--- src/rtl/irqv_pkg.sv ---
package irqv_pkg;
  localparam int LINE_CNT = 8;
  localparam int IDX_W    = $clog2(LINE_CNT);
  localparam int VEC_W    = 8;
  localparam int BASE_W   = VEC_W - IDX_W;

  typedef struct packed {
    logic             ackTake;
    logic [IDX_W-1:0] ackIdx;
    logic             eoiTake;
    logic [IDX_W-1:0] eoiIdx;
  } ctrlStrobes_t;
endpackage

--- src/rtl/irqv_ctrl.sv ---
module irqv_ctrl
  import irqv_pkg::*;
(
  input  logic                clk,
  input  logic                rst_n,
  input  logic [LINE_CNT-1:0] pendIn,
  input  logic [LINE_CNT-1:0] isrIn,
  input  logic [LINE_CNT-1:0] cfgMask,
  input  logic                intAck,
  input  logic                eoiPulse,
  output ctrlStrobes_t        strb,
  output logic                intOut
);
  logic [LINE_CNT-1:0] eligible;
  logic                winHit, isrHit;
  logic [IDX_W-1:0]    winIdx, isrIdx;

  // per-line gating of pending requests by the mask
  for (genvar g = 0; g < LINE_CNT; g++) begin : g_gate
    assign eligible[g] = pendIn[g] & ~cfgMask[g];
  end

  // fixed priority: scan downward so the lowest index wins
  always_comb begin
    winHit = 1'b0;
    winIdx = '0;
    isrHit = 1'b0;
    isrIdx = '0;
    for (int i = LINE_CNT - 1; i >= 0; i--) begin
      if (eligible[i]) begin
        winHit = 1'b1;
        winIdx = IDX_W'(i);
      end
      if (isrIn[i]) begin
        isrHit = 1'b1;
        isrIdx = IDX_W'(i);
      end
    end
  end

  assign intOut       = winHit && (!isrHit || (winIdx < isrIdx));
  assign strb.ackTake = intAck && intOut;
  assign strb.ackIdx  = winIdx;
  assign strb.eoiTake = eoiPulse && isrHit;
  assign strb.eoiIdx  = isrIdx;

  // interrupt only when some unmasked line is pending
  a_r3_mask_blocks: assert property (@(posedge clk) disable iff (!rst_n)
    intOut |-> ((pendIn & ~cfgMask) != '0));

  // the acknowledged line is never already in service
  a_r8_not_in_service: assert property (@(posedge clk) disable iff (!rst_n)
    strb.ackTake |-> !isrIn[strb.ackIdx]);
endmodule

--- src/rtl/irqv_datapath.sv ---
module irqv_datapath
  import irqv_pkg::*;
(
  input  logic                clk,
  input  logic                rst_n,
  input  logic [LINE_CNT-1:0] reqLines,
  input  logic [BASE_W-1:0]   cfgBase,
  input  logic                cfgLevel,
  input  logic                cfgAutoEoi,
  input  logic [LINE_CNT-1:0] cfgCascade,
  input  ctrlStrobes_t        strb,
  output logic [LINE_CNT-1:0] pendOut,
  output logic [LINE_CNT-1:0] isrOut,
  output logic                vecValid,
  output logic [VEC_W-1:0]    vecOut,
  output logic                vecCascade
);
  logic [LINE_CNT-1:0] reqPrev, rise, ackOh, eoiOh, setOh;
  logic [LINE_CNT-1:0] irr, isr, irrNext, isrNext;

  assign rise  = reqLines & ~reqPrev;
  assign ackOh = strb.ackTake ? (LINE_CNT'(1) << strb.ackIdx) : '0;
  assign eoiOh = strb.eoiTake ? (LINE_CNT'(1) << strb.eoiIdx) : '0;
  assign setOh = cfgAutoEoi ? '0 : ackOh;

  always_comb begin
    if (cfgLevel) irrNext = reqLines & ~ackOh;
    else          irrNext = (irr | rise) & ~ackOh;
    isrNext = (isr & ~eoiOh) | setOh;
  end

  always_ff @(posedge clk) begin
    if (!rst_n) begin
      reqPrev    <= '0;
      irr        <= '0;
      isr        <= '0;
      vecValid   <= 1'b0;
      vecOut     <= '0;
      vecCascade <= 1'b0;
    end else begin
      reqPrev    <= reqLines;
      irr        <= irrNext;
      isr        <= isrNext;
      vecValid   <= strb.ackTake;
      vecCascade <= strb.ackTake && cfgCascade[strb.ackIdx];
      if (strb.ackTake) vecOut <= {cfgBase, strb.ackIdx};
    end
  end

  assign pendOut = irr;
  assign isrOut  = isr;

  // a vector only follows an accepted acknowledge
  a_r10_valid_after_ack: assert property (@(posedge clk) disable iff (!rst_n)
    vecValid |-> $past(strb.ackTake));

  // end-of-interrupt without acknowledge removes exactly one bit
  a_r6_eoi_one_bit: assert property (@(posedge clk) disable iff (!rst_n)
    (strb.eoiTake && !strb.ackTake) |=> ($countones(isr) == $countones($past(isr)) - 1));

  // automatic end-of-interrupt leaves in-service bits alone
  a_r7_auto_keeps_isr: assert property (@(posedge clk) disable iff (!rst_n)
    (strb.ackTake && cfgAutoEoi && !strb.eoiTake) |=> $stable(isr));

  // cascade flag only travels with a valid vector
  a_r9_cascade_with_vec: assert property (@(posedge clk) disable iff (!rst_n)
    vecCascade |-> vecValid);
endmodule

--- src/rtl/irqv_core.sv ---
module irqv_core
  import irqv_pkg::*;
(
  input  logic                clk,
  input  logic                rst_n,
  input  logic [LINE_CNT-1:0] reqLines,
  input  logic [BASE_W-1:0]   cfgBase,
  input  logic                cfgLevel,
  input  logic [LINE_CNT-1:0] cfgMask,
  input  logic                cfgAutoEoi,
  input  logic [LINE_CNT-1:0] cfgCascade,
  input  logic                intAck,
  input  logic                eoiPulse,
  output logic                intOut,
  output logic                vecValid,
  output logic [VEC_W-1:0]    vecOut,
  output logic                vecCascade,
  output logic [LINE_CNT-1:0] isrOut
);
  ctrlStrobes_t        strb;
  logic [LINE_CNT-1:0] pendWire;

  irqv_ctrl u_ctrl (
    .clk      (clk),
    .rst_n    (rst_n),
    .pendIn   (pendWire),
    .isrIn    (isrOut),
    .cfgMask  (cfgMask),
    .intAck   (intAck),
    .eoiPulse (eoiPulse),
    .strb     (strb),
    .intOut   (intOut)
  );

  irqv_datapath u_dp (
    .clk        (clk),
    .rst_n      (rst_n),
    .reqLines   (reqLines),
    .cfgBase    (cfgBase),
    .cfgLevel   (cfgLevel),
    .cfgAutoEoi (cfgAutoEoi),
    .cfgCascade (cfgCascade),
    .strb       (strb),
    .pendOut    (pendWire),
    .isrOut     (isrOut),
    .vecValid   (vecValid),
    .vecOut     (vecOut),
    .vecCascade (vecCascade)
  );
endmodule

--- config.mk ---
export PLATFORM = sky130hd
export DESIGN_NAME = irqv_core
export DESIGN_NICKNAME = d
export VERILOG_FILES = /design/src/rtl/irqv_pkg.sv /design/src/rtl/irqv_ctrl.sv /design/src/rtl/irqv_datapath.sv /design/src/rtl/irqv_core.sv
export SDC_FILE = /design/constraint.sdc
export NUM_CORES = 1
export LEC_CHECK = 0
export ABC_AREA = 1
export BUFFER_PORTS_ARGS = -buffer_cell sky130_fd_sc_hd__clkbuf_2
export CORE_MARGIN = 8
export CORE_UTILIZATION = 46
export DETAILED_ROUTE_END_ITERATION = 16
export PLACE_DENSITY = 0.75
export SYNTH_ARGS = -nofsm -noshare
export SYNTH_HDL_FRONTEND = slang
export SYNTH_SLANG_ARGS = --single-unit
--- constraint.sdc ---
create_clock -name clk -period 2.1 [get_ports clk]
set_input_delay 0.105 -clock clk [delete_from_list [all_inputs] [get_ports clk]]
set_output_delay 0.105 -clock clk [all_outputs]
set_load 0.01 [all_outputs]
==> qor.yml, run 1 <==
seqCellArea_sq_um: 686
clk_pin_slew_ns: 0.07
wire_per_inst_microns: 13.0
yosys.area.top_type: "dfxtp_1"
cts_tree: "built"
yosysSeqAreaShare: 0.383
fin_setup_tns_ns: -0.0946
hp-class: "input pin to register"
max_freq_ghz: 0.460
grt_max_degree: 17
stdcell_area_sq_um: 2490
cp.required_ns: 2.00
io_pins: 54
drive_gt1_frac: 0.402
crit_top_cell: "nor3_2"
drt_first_pass_iters: 4
irDropWorstVdd_uv: 696
die_y_microns: 78.2
setup_viol: 3
coreArea_sq_um: 3690
pre_cts_ws_ns: -0.0363
cp-start-kind: "register"
crit_buf_inv: 4
yosys_register_bits: 34
ys_top_cells_by_area: "dfxtp_1, nand2_1, nor2_1"
grt_pass1_wl_microns: 7950
cp-end-kind: "output pin"
clockBufferDepth: 2
worstPathMaxFanout: 4
htree_num_levels: 2
die_area_sq_um: 6110
vias_per_cell: 4.93
whs_ns: 0.0103
layout.nets: 372
fin_crit_ns: 2.17
synth_nets: 298
die_width_microns: 78.2
rsz0062_at_grt: "yes"
drc: 0
hold_viol: 0
grt_antenna_before_repair: 0
multi_input_area_sq_um: 1070
diodes: 0
synth_cell_types: 33
maxCapViolCount: 0
postLayoutSetupSlackWorst_ns: -0.0732
clkSinkCount: 34
synthesis.area_sq_um: 1780
track_usage: 0.159
area_growth_pct: 40.0
clock_latency_ns: 0.29
power_density_nw_per_um2: 742
critPathKind: "register to output pin"
avgSynthCellArea_sq_um: 6.81
routed_wl_microns: 4990
dp.final_hpwl_microns: 3750
grt_pass1_vias: 1742
power_leakage_nw: 1.28
maxSlewViolCount: 0
total_power_mw: 1.85
violations: "setup timing"
n_fill_cell: 334
syn_inst: 261
synth_top_area_share: 0.383
dp_cells: 371
port_buffers: 53
fin_util: 0.674
start_util: 0.482
path_delay_family: "simple AND/OR/NAND/NOR gates"
worst_slew_pin_slew_ns: 0.655
status: "finished, violations left"
grt-ovfl-total: 0
slowest_stage: "dfxtp_4"
cp.arrival_ns: 2.07
cp_cell_sequence: "inv_4, a211oi_2, nor3_2, nor3_2, inv_1, ha_1, nand2_1, inv_2, nand2_4, nand2_8, a21boi_2, buf_2"
numCtsBuffers: 5
placed_area_sq_um: 2190
num_rows: 22
place_congestion: 0.876
max_slew_margin: 0.563
drt_iter0_markers: 113
skew_ns: 0.00743
critPathMaxStageDelay_ns: 0.37
cts-root-buf: "clkbuf_8"
num_vias: 1895
ys.warnings.count: 0
fin_cells: 384
fin_crit_sh: 1.03
postRouteAntennaNets: 0
==> per-layer routing <==
layer	global-route usage	vias up	part of all wire
li1	-	973	-
met4	0.0685	0	0.017
met1	0.189	846	0.42
met3	0.0421	6	0.066
met2	0.263	70	0.49
met5	0	-	0
==> cells in the final DEF, fill, tap and decap left out, drive strengths merged <==
cell type / n
nand2: 55
a211oi: 1
or2: 5
a21boi: 2
ha: 2
inv: 49
buf: 17
clkbuf: 59
o21ai: 16
nand3: 3
nor2: 47
clkinv: 2
a21oi: 23
dfxtp: 34
nand4: 9
nor4: 2
nor3: 7
and3: 1
a31oi: 2
==> path summary, 6_finish.rpt <==
path	start	endpoint	slack (ns)	cells past startpoint
worst max-delay path	u_dp.isrOut[6]	intOut	-0.07	12
worst min-delay path	reqLines[7]	u_dp.reqPrev[7]	0.01	3
worst max register to register	u_dp.isrOut[6]	u_dp.vecOut[4]	-0.01	15
worst min register to register	u_dp.vecOut[7]	u_dp.vecOut[7]	0.47	2
==> repair_timing <==
item / 4_1_cts / 5_1_grt
buffers inserted: 0 / 3
cloned: 0 / 2
hold endpoints to repair: 0 / 0
gates resized for setup: 9 / 43
hold buffers: 0 / 0
endpoints found under the setup margin: 16 / 25
pin swaps: 0 / 8
==> cells by family (layout without fill, tap and decap cells) <==
logic type               Yosys count  count (layout)  synth area share
AND/OR/NAND/NOR                  127             129             0.347
buffers and inverters             54             127             0.118
AO/OA/AOI/OAI                     44              44             0.138
flip-flops                        34              34             0.383
adder cells (fa/ha/maj)            2               2            0.0141
==> power breakdown <==
group	internal, mW	switching (mW)
clock	0.264	0.233
sequential	0.694	0.0217
combinational	0.244	0.388
==> synth_stat cells, drive strengths merged <==
cell type	number
nand2	54
inv	48
nor2	47
dfxtp	34
a21oi	23
o21ai	16
nand4	9
nor3	7
or2	5
clkbuf	4
a21boi	2
a31oi	2
clkinv	2
ha	2
nand3	2
nor4	2
a211oi	1
and3	1
==> registers in the layout, summed over array words and instances (netlist names) <==
| name | cells |
|---|---|
| u_dp.reqPrev | 8 |
| u_dp.vecOut | 8 |
| u_dp.vecCascade | 1 |
| u_dp.pendOut | 8 |
| u_dp.isrOut | 8 |
| u_dp.vecValid | 1 |
==> cell type report <==
| class | instances | area share |
|---|---|---|
| clock inverters | 1 | 0.00201 |
| well taps | 48 | 0.0241 |
| flip-flops and latches | 34 | 0.276 |
| clock buffers | 7 | 0.0347 |
| multi-input cells | 175 | 0.429 |
| inverters | 50 | 0.0795 |
| repair buffers | 69 | 0.155 |
==> worst register-to-register path, delay by kind of cell (launching register included) <==
kind | cells | cell delay [ns]
buffers and inverters | 4 | 0.32
adders and majority gates | 1 | 0.27
and+or+nand+nor | 8 | 0.71
DFF | 1 | 0.37
AOI/OAI and AO/OA | 2 | 0.37
(Power assumes the default switching activity.)
==> run 2, diff against run 1 <==
- REMOVE_ABC_BUFFERS: default -> 1
==> qor.yml, run 2 (synthesis results as in run 1) <==
status: "finished, violations left"
violations: "setup timing"
io_pins: 54
cp-start-kind: "register"
cp-end-kind: "output pin"
maxSlewViolCount: 0
track_usage: 0.156
fin_util: 0.650
max_freq_ghz: 0.464
drive_gt1_frac: 0.341
fin_crit_sh: 1.03
clkSinkCount: 34
grt_antenna_before_repair: 0
comb_power_share: 0.329
p_int_mw: 1.20
area_growth_pct: 34.9
dp_cells: 372
pwr-share-clk: 0.271
r2r-end: "u_dp.pendOut[3]"
routed_wl_microns: 4710
postRouteAntennaNets: 0
num_vias: 1848
grt_pass1_vias: 1826
htree_num_levels: 2
cp.arrival_ns: 2.05
endpoint: "intOut"
critPathKind: "register to output pin"
port_buffers: 53
fin_crit_ns: 2.15
fin_cells: 385
hp-class: "input pin to register"
die_area_sq_um: 6110
diodes: 0
power_density_nw_per_um2: 747
maxCapViolCount: 0
netSwitchingFraction: 0.331
die_width_microns: 78.2
cp-startpoint: "u_dp.isrOut[6]"
worstPathMaxFanout: 3
grt_pass1_wl_microns: 7960
grt-ovfl-total: 0
num_rows: 22
drt_first_pass_iters: 4
place_congestion: 0.821
power_frac_seq: 0.400
coreArea_sq_um: 3690
rsz0062_at_grt: "yes"
max_slew_margin: 0.674
layout.nets: 373
setup_viol: 5
hold_viol: 0
grt_max_degree: 17
regToRegSetupSlack_ns: -0.04
cts_tree: "built"
cts_hold_buf: 0
worst_slew_pin_slew_ns: 0.489
final_common_cell: "clkbuf_2"
p_sw_mw: 0.593
vias_per_cell: 4.80
cts-root-buf: "clkbuf_8"
clock_latency_ns: 0.28
postLayoutSetupSlackWorst_ns: -0.0542
irDropWorstVdd_uv: 568
drt_iter0_markers: 97
start_util: 0.482
regToRegStartpoint: "u_dp.isrOut[6]"
pre_cts_ws_ns: -0.0755
wire_per_inst_microns: 12.2
clockBufferDepth: 2
skew_ns: 0.00637
dp.final_hpwl_microns: 3600
ff2ff_path_depth: 16
numCtsBuffers: 5
cp.required_ns: 2.00
power_leakage_nw: 1.26
die_y_microns: 78.2
clk_pin_slew_ns: 0.07
layout_common_cells: "clkbuf_2, nand2_1, nor2_1"
n_fill_cell: 344
drc: 0
[run 2: cell types whose count changed in the layout (fill, tap and decap cells not counted), moves of 2 or more]
cell     delta
nor2_2      -2
nand2_1    +11
inv_2       +2
a21oi_2     -7
nand2_4     -3
a21oi_1     +7
nand2_2     -8
nor2_1      +3
[run 2: worst min path at each step]
stage	slack (ns)	startpoint	cells past startpoint	endpoint
6_report	0.02	reqLines[7]	3	u_dp.reqPrev[7]
5_1_grt	0.03	reqLines[5]	3	u_dp.reqPrev[5]
4_1_cts	0.01	reqLines[7]	3	u_dp.reqPrev[7]
3_5_place_dp	0.31	reqLines[7]	3	u_dp.reqPrev[7]
3_3_place_gp	0.30	reqLines[7]	3	u_dp.reqPrev[7]
2_1_floorplan	0.22	reqLines[0]	2	u_dp.reqPrev[0]
[run 2: critical path, cell delays in order (launching register included)]
cell	delay [ns]
dfxtp_2	0.34
inv_2	0.05
a211oi_2	0.24
nor3_2	0.06
nor3_2	0.15
inv_1	0.10
ha_1	0.28
nand2_1	0.07
inv_2	0.04
nand2_4	0.08
nand2_8	0.07
a21boi_2	0.13
buf_2	0.15
[run 2: repair_timing]
| action | in CTS | in global routing |
|---|---|---|
| endpoints found under the setup margin | 21 | 27 |
| gates resized for setup | 12 | 13 |
| gates cloned | 1 | 0 |
| buffers inserted | 3 | 1 |
| pin swaps | 5 | 9 |
[run 2: metal layers]
layer  vias up  global-route usage  share of wire
li1        973                   -              -
met1       817               0.190           0.46
met2        51               0.250           0.47
met3         7              0.0456          0.050
met4         0              0.0630          0.013
met5         -                   0              0
[run 2: area by class of cell]
class / instances / area [sq um] / area share
Multi-Input combinational cell: 174 / 965 / 0.403
Sequential cell: 34 / 683 / 0.285
Timing Repair Buffer: 71 / 404 / 0.169
Inverter: 50 / 193 / 0.0804
Clock buffer: 7 / 86.3 / 0.0360
Tap cell: 48 / 60.1 / 0.0251
Clock inverter: 1 / 5.00 / 0.00209
[run 2: stage by stage]
stage               setup TNS, ns  hold WS (ns)  power [mW]  area [sq um]
CTS                        -0.357        0.0141        1.77          2360
global placement           -0.157         0.305        1.22          2190
detailed placement         -0.740         0.310        1.22          2190
finish                     -0.119        0.0165        1.79          2400
global route                -3.57        0.0316        1.89          2400
floorplan                  -0.404         0.216        1.06          1760
[run 2: power groups by stage]
stage / logic [mW] / clock network, mW / registers, mW
after CTS: 0.565 / 0.493 / 0.715
after detailed placement: 0.495 / 0 / 0.728
after global routing: 0.654 / 0.518 / 0.720
after global placement: 0.487 / 0 / 0.728
final: 0.589 / 0.486 / 0.716
after floorplan: 0.315 / 0 / 0.742
